`config.mk`:
```
export PLATFORM = sky130hd
export DESIGN_NAME = sar_ctrl_top
export DESIGN_NICKNAME = d
export VERILOG_FILES = /design/src/rtl/sar_pkg.sv /design/src/rtl/sar_regs.sv /design/src/rtl/sar_seq.sv /design/src/rtl/sar_ctrl_top.sv
export SDC_FILE = /design/constraint.sdc
export NUM_CORES = 1
export LEC_CHECK = 0
export BUFFER_PORTS_ARGS = -buffer_cell sky130_fd_sc_hd__buf_4
export CAP_MARGIN = 40
export CELL_PAD_IN_SITES_DETAIL_PLACEMENT = 1
export CELL_PAD_IN_SITES_GLOBAL_PLACEMENT = 2
export CORE_UTILIZATION = 32
export DETAILED_ROUTE_END_ITERATION = 6
export PLACE_DENSITY_LB_ADDON = 0.3
export RECOVER_POWER = 50
export SLEW_MARGIN = 20
export SYNTH_ARGS = -nofsm -noshare
export SYNTH_HDL_FRONTEND = slang
export SYNTH_SLANG_ARGS = --single-unit
export TNS_END_PERCENT = 5
```
`constraint.sdc`:
```
create_clock -name clk -period 3.5 [get_ports clk]
set_input_delay 0.175 -clock clk [delete_from_list [all_inputs] [get_ports clk]]
set_output_delay 0.175 -clock clk [all_outputs]
set_load 0.02 [all_outputs]
```
`src/rtl/sar_pkg.sv`:
```
package sar_pkg;
  localparam int IDX_RESULT = 0;
  localparam int IDX_STATUS = 1;
  localparam int IDX_CTRL   = 2;
  localparam int IDX_SETTLE = 3;

  localparam int CTL_CHAN_LSB = 0;
  localparam int CTL_PWR      = 3;
  localparam int CTL_IEN      = 5;
  localparam int CTL_ISTS     = 6;

  typedef enum logic [1:0] {
    SQ_IDLE   = 2'd0,
    SQ_SETTLE = 2'd1,
    SQ_CONV   = 2'd2
  } sq_state_t;
endpackage

```
`src/rtl/sar_regs.sv`:
```
module sar_regs
  import sar_pkg::*;
#(
  parameter int ADDR_W     = 5,
  parameter int RES_BITS   = 10,
  parameter int DLY_W      = 6,
  parameter int DLY_RESET  = 8,
  parameter int CHAN_W     = 3
) (
  input  logic                clk,
  input  logic                rst,
  input  logic [ADDR_W-1:0]   bus_addr,
  input  logic                bus_wr,
  input  logic [31:0]         bus_wdata,
  input  logic                bus_rd,
  output logic [31:0]         bus_rdata,
  input  logic                seq_busy,
  input  logic                seq_done,
  input  logic [RES_BITS-1:0] seq_result,
  output logic                seq_start,
  output logic                seq_kill,
  output logic [DLY_W-1:0]    settle_cnt,
  output logic [CHAN_W-1:0]   chan_q,
  output logic                pwr_q,
  output logic                ien_q,
  output logic                ists_q
);
  localparam int IDX_W = ADDR_W - 2;

  logic [IDX_W-1:0] idx;
  logic             ctl_wr;
  logic             dly_wr;
  logic [31:0]      rd_mux;
  logic             unused_bits;

  assign idx    = bus_addr[ADDR_W-1:2];
  assign ctl_wr = bus_wr && (idx == IDX_W'(IDX_CTRL));
  assign dly_wr = bus_wr && (idx == IDX_W'(IDX_SETTLE));

  assign seq_start = ctl_wr && bus_wdata[CTL_PWR] && !pwr_q;
  assign seq_kill  = ctl_wr && !bus_wdata[CTL_PWR];
  assign unused_bits = ^{bus_wdata[31:7], bus_wdata[4], bus_addr[1:0]};

  always_ff @(posedge clk) begin
    if (rst) begin
      chan_q     <= '0;
      pwr_q      <= 1'b0;
      ien_q      <= 1'b0;
      ists_q     <= 1'b0;
      settle_cnt <= DLY_W'(DLY_RESET);
    end else begin
      if (ctl_wr) begin
        chan_q <= bus_wdata[CTL_CHAN_LSB +: CHAN_W];
        pwr_q  <= bus_wdata[CTL_PWR];
        ien_q  <= bus_wdata[CTL_IEN];
      end
      if (seq_done)
        ists_q <= 1'b1;
      else if (ctl_wr)
        ists_q <= ists_q & bus_wdata[CTL_ISTS];
      if (dly_wr)
        settle_cnt <= bus_wdata[DLY_W-1:0];
    end
  end

  always_comb begin
    rd_mux = '0;
    case (idx)
      IDX_W'(IDX_RESULT): rd_mux = 32'(seq_result);
      IDX_W'(IDX_STATUS): rd_mux = {31'd0, seq_busy};
      IDX_W'(IDX_CTRL): begin
        rd_mux[CTL_CHAN_LSB +: CHAN_W] = chan_q;
        rd_mux[CTL_PWR]                = pwr_q;
        rd_mux[CTL_IEN]                = ien_q;
        rd_mux[CTL_ISTS]               = ists_q;
      end
      IDX_W'(IDX_SETTLE): rd_mux = 32'(settle_cnt);
      default: rd_mux = '0;
    endcase
  end

  always_ff @(posedge clk) begin
    if (rst)
      bus_rdata <= '0;
    else if (bus_rd)
      bus_rdata <= rd_mux;
  end

  p_done_sets_ists_r6: assert property (@(posedge clk) disable iff (rst)
    seq_done |=> ists_q);
  p_clear_on_zero_r8: assert property (@(posedge clk) disable iff (rst)
    (ctl_wr && bus_wdata == 32'd0 && !seq_done) |=> (!ists_q && !pwr_q));
endmodule

```
`src/rtl/sar_seq.sv`:
```
module sar_seq
  import sar_pkg::*;
#(
  parameter int RES_BITS = 10,
  parameter int DLY_W    = 6
) (
  input  logic                clk,
  input  logic                rst,
  input  logic                start,
  input  logic                kill,
  input  logic [DLY_W-1:0]    settle_cnt,
  input  logic                cmp_in,
  output logic                busy,
  output logic                done,
  output logic [RES_BITS-1:0] dac_code,
  output logic [RES_BITS-1:0] result
);
  localparam logic [RES_BITS-1:0] MSB_MASK = {1'b1, {(RES_BITS-1){1'b0}}};

  sq_state_t            state_q;
  logic [DLY_W-1:0]     cnt_q;
  logic [RES_BITS-1:0]  mask_q;
  logic [RES_BITS-1:0]  acc_q;
  logic [RES_BITS-1:0]  acc_next;

  assign busy     = (state_q != SQ_IDLE);
  assign done     = (state_q == SQ_CONV) && mask_q[0] && !kill;
  assign acc_next = cmp_in ? (acc_q | mask_q) : acc_q;
  assign dac_code = (state_q == SQ_CONV) ? (acc_q | mask_q) : '0;

  always_ff @(posedge clk) begin
    if (rst) begin
      state_q <= SQ_IDLE;
      cnt_q   <= '0;
      mask_q  <= '0;
      acc_q   <= '0;
      result  <= '0;
    end else begin
      case (state_q)
        SQ_IDLE: begin
          if (start) begin
            acc_q <= '0;
            if (settle_cnt == '0) begin
              state_q <= SQ_CONV;
              mask_q  <= MSB_MASK;
            end else begin
              state_q <= SQ_SETTLE;
              cnt_q   <= settle_cnt;
            end
          end
        end
        SQ_SETTLE: begin
          if (kill) begin
            state_q <= SQ_IDLE;
          end else if (cnt_q == DLY_W'(1)) begin
            state_q <= SQ_CONV;
            mask_q  <= MSB_MASK;
          end else begin
            cnt_q <= cnt_q - DLY_W'(1);
          end
        end
        SQ_CONV: begin
          if (kill) begin
            state_q <= SQ_IDLE;
            mask_q  <= '0;
            acc_q   <= '0;
          end else if (mask_q[0]) begin
            result  <= acc_next;
            state_q <= SQ_IDLE;
            mask_q  <= '0;
            acc_q   <= '0;
          end else begin
            mask_q <= mask_q >> 1;
            acc_q  <= acc_next;
          end
        end
        default: state_q <= SQ_IDLE;
      endcase
    end
  end

  p_start_busy_r3: assert property (@(posedge clk) disable iff (rst)
    start |=> busy);
  p_done_idle_r6: assert property (@(posedge clk) disable iff (rst)
    done |=> !busy);
  p_kill_idle_r9: assert property (@(posedge clk) disable iff (rst)
    kill |=> !busy);
  p_mask_onehot_r5: assert property (@(posedge clk) disable iff (rst)
    $onehot0(mask_q));
  p_result_hold_r9: assert property (@(posedge clk) disable iff (rst)
    !done |=> $stable(result));
endmodule

```
`src/rtl/sar_ctrl_top.sv`:
```
module sar_ctrl_top
  import sar_pkg::*;
#(
  parameter int ADDR_W    = 5,
  parameter int RES_BITS  = 10,
  parameter int DLY_W     = 6,
  parameter int DLY_RESET = 8
) (
  input  logic                clk,
  input  logic                rst,
  input  logic [ADDR_W-1:0]   bus_addr,
  input  logic                bus_wr,
  input  logic [31:0]         bus_wdata,
  input  logic                bus_rd,
  output logic [31:0]         bus_rdata,
  input  logic                cmp_in,
  output logic [RES_BITS-1:0] dac_code,
  output logic [2:0]          adc_chan,
  output logic                adc_pwr,
  output logic                irq
);
  localparam int CHAN_W = 3;

  logic                start, kill, busy, done;
  logic                ien, ists;
  logic [DLY_W-1:0]    settle_cnt;
  logic [RES_BITS-1:0] result;

  sar_regs #(
    .ADDR_W(ADDR_W), .RES_BITS(RES_BITS), .DLY_W(DLY_W),
    .DLY_RESET(DLY_RESET), .CHAN_W(CHAN_W)
  ) i_regs (
    .clk(clk), .rst(rst),
    .bus_addr(bus_addr), .bus_wr(bus_wr), .bus_wdata(bus_wdata),
    .bus_rd(bus_rd), .bus_rdata(bus_rdata),
    .seq_busy(busy), .seq_done(done), .seq_result(result),
    .seq_start(start), .seq_kill(kill), .settle_cnt(settle_cnt),
    .chan_q(adc_chan), .pwr_q(adc_pwr), .ien_q(ien), .ists_q(ists)
  );

  sar_seq #(
    .RES_BITS(RES_BITS), .DLY_W(DLY_W)
  ) i_seq (
    .clk(clk), .rst(rst),
    .start(start), .kill(kill), .settle_cnt(settle_cnt), .cmp_in(cmp_in),
    .busy(busy), .done(done), .dac_code(dac_code), .result(result)
  );

  assign irq = ists & ien;

  p_unpowered_idle_r8: assert property (@(posedge clk) disable iff (rst)
    !adc_pwr |-> !busy);
  p_done_when_powered_r6: assert property (@(posedge clk) disable iff (rst)
    done |-> adc_pwr);
endmodule

```
==> metrics.cfg <==
[synth]
synthDistinctLibCells=51
synth_seq_cells=60
netlist_top_cells_area=dfxtp_1 40%, nor2_1 7.4%, buf_4 5.5%
yosys_warnings=0
syn_avg_cell_area_sq_um=8.38
seq_area_frac_synth_pct=40.3
netlist_area_sq_mm=0.00298
synth_top_area_share_pct=40.3
synth_top_cell_by_area=dfxtp_1
synthArstFlopShare_pct=0
syn_inst=356
synth_ff_type=dfxtp_1
synth_edf_count=0

[floorplan]
dieHeight_microns=98.5
rows=34
initial_core_util_pct=33.5
die-width_microns=98.5
num_io_pins=89
core_sq_mm=0.00889
design.die.area_sq_mm=0.00971

[placement]
pre_cts_slack_ns=1.20
io_buffers=39
dp_hpwl_mm=5.61
dpl.cell_count=483
gp_congestion=0.753

[final_layout]
drive_gt1_share_pct=14.1
fin_util_pct=38.2
n_antenna_cell=0
num-fill-cells=1082
nNetsFinal=430
areaGrowthSynthToFinish_pct=13.8
stdcell_count=499

[sta]
grt_setup_unrepaired=no
fin_crit_ns=2.29
fin_worst_skew_ns=0.0112
fmax_mhz=436
finalSetupViolCount=0
slew_violations=0
max_slew_margin_pct=43.0
min_period_over_period_pct=65.6
fin_ws_ns=1.21
hold_violations=0
fin_setup_tns_ns=0
worst_slew_pin_slew_ns=0.853

[critical_path]
worstSetupEndpointType=flop
cp.depth=4
start_kind=flop
crit_arrival_ns=2.49
critPathSlowestCell=nor2b_1
critPathBufInv=0
rr_startpoint=i_seq.state_q[0]
r2r-end=i_seq.mask_q[6]
crit_family=simple AND/OR/NAND/NOR gates
slowest_delay_ns=0.73
critical_path.max_fanout=12
regToRegSetupSlack_ns=1.21
reg2reg_depth=4
required_ns=3.70
crit_type=reg -> reg
crit_chain=nor2b_1 -> o2111ai_1 -> nand3_1 -> o21ai_0

[clock_tree]
clock_latency_ns=0.34
cts.sinks=60
cts-root-buf=clkbuf_8
ctsHtreeMaxLevel=3
cts_hold_buf=0
cts_buffer_depth=2
cts_tree=built
cts_setup_buffers=0
cts.clk_slew.worst_paths_ns=0.07
cts_buffers=9
cts_resized=0

[drt]
wl_per_cell_microns=15.8
drc=5
routed_via_density=5.12
drtAntennaViolNets=0
dr.pass1.iters=7
drtIter0Drc=106
vias=2557
wirelength_mm=7.89

[power]
p_leak_nw=1.25
finalPower_mw=1.49
vdd_drop_max_v=0.000151
p_per_area_mw_per_mm2=438

[outcome]
violations=design-rule violations
status=complete, but fails checks

[min_path]
hold_path_depth=3
hp-class=in -> reg
min_to=i_regs.settle_cnt[4]
worstHoldStart=bus_wdata[4]

[global_routing]
antenna_found_initial=0
grt_pass1_wl_mm=13.0
grt_pass1_vias=2521
grt-ovfl-total=0
grt_usage_pct=16.9
grt_max_degree=44

[flow_run]
maxCapViolations=0

-- cell usage after synthesis, types with 3 or more instances --
cell type / count
a22o_1: 8
nor3_1: 3
inv_1: 11
nand2_1: 25
buf_2: 8
a41oi_1: 3
nand3_1: 13
o2111ai_1: 4
mux2_2: 4
a21oi_1: 32
buf_4: 22
o21ai_0: 11
dfxtp_1: 60
nor2_1: 59
mux2i_1: 7
a31oi_1: 10
nand4_1: 3
nor2b_1: 10
a211oi_1: 11
clkbuf_1: 10
nand2b_1: 7
-- registers in the layout, indices dropped and copies added (netlist names) --
name and count:
i_seq.cnt_q 6, i_regs.ists_q 1, i_seq.state_q 2, i_regs.ien_q 1, i_regs.chan_q 3, i_regs.bus_rdata 10
i_seq.acc_q 10, i_seq.mask_q 10, i_seq.result 10, i_regs.pwr_q 1, i_regs.settle_cnt 6
-- through the flow --
step	hold slack (ns)	instance area, sq um
floorplan	0.311	3060
global placement	0.414	3240
detailed placement	0.434	3240
CTS	0.0783	3460
global route	0.0811	3390
finish	0.0789	3390
-- report_power, final --
part / leakage, nW / switching [mW] / internal (mW)
clock: 0.102 / 0.287 / 0.401
sequential: 0.484 / 0.00614 / 0.687
combinational: 0.664 / 0.0773 / 0.0299
-- layout make-up --
class | instances | area [sq um] | area share [%]
Clock inverter | 6 | 88.8 | 2.62
Tap cell | 108 | 135 | 3.98
Timing Repair Buffer | 41 | 248 | 7.30
Sequential cell | 60 | 1200 | 35.4
Clock buffer | 10 | 128 | 3.76
Inverter | 11 | 41.3 | 1.22
Multi-Input combinational cell | 263 | 1550 | 45.7
-- worst max path at each step --
stage / startpoint / to / slack, ns
final: i_seq.state_q[0] / i_seq.mask_q[6] / 1.21
after global placement: i_seq.state_q[0] / i_seq.mask_q[0] / 1.27
after global routing: i_seq.state_q[0] / i_seq.mask_q[3] / 0.97
after detailed placement: i_seq.state_q[0] / i_seq.mask_q[6] / 1.20
after CTS: i_seq.state_q[0] / i_seq.mask_q[6] / 1.18
after floorplan: i_seq.state_q[1] / i_regs.bus_rdata[0] / 2.01
-- placed cells by master (no fill, tap or decap), types with 2 or more instances in the layout --
master,n
dfxtp_1,60
nor2_1,59
a21oi_1,32
nand2_1,25
buf_4,25
conb_1,22
clkbuf_1,17
nand3_1,13
inv_1,11
o21ai_0,11
a211oi_1,11
nor2b_1,10
a31oi_1,10
clkbuf_8,9
a22o_1,8
nand2b_1,7
mux2i_1,7
o2111ai_1,4
mux2_2,4
a41oi_1,3
nand4_1,3
nor3_1,3
a21o_1,2
o211ai_1,2
and3_1,2
ha_1,2
clkinvlp_4,2
bufinv_16,2
-- routing by layer --
| layer | global-route usage (%) | vias up | wire length (microns) | share of wire, % |
|---|---|---|---|---|
| met5 | 0 | - | 0 | 0 |
| met4 | 4.13 | 0 | 65 | 0.82 |
| met3 | 3.55 | 8 | 291 | 3.7 |
| met2 | 26.5 | 51 | 3490 | 44 |
| met1 | 23.7 | 1223 | 4040 | 51 |
| li1 | - | 1275 | - | - |
-- worst register-to-register path, stage by stage, from the launching register on --
cell       delay [ns]
dfxtp_1          0.47
nor2b_1          0.73
o2111ai_1        0.63
nand3_1          0.25
o21ai_0          0.09
-- logic make-up after synthesis --
group | Yosys count | synth area share (%)
other | 1 | 0.126
AOI/OAI and AO/OA | 96 | 22.9
muxes | 12 | 4.62
DFF | 60 | 40.3
adders and majority gates | 2 | 0.839
and+or+nand+nor | 131 | 21.1
buffers and inverters | 54 | 10.2
Note: power is estimated with default switching activity, not from simulation.
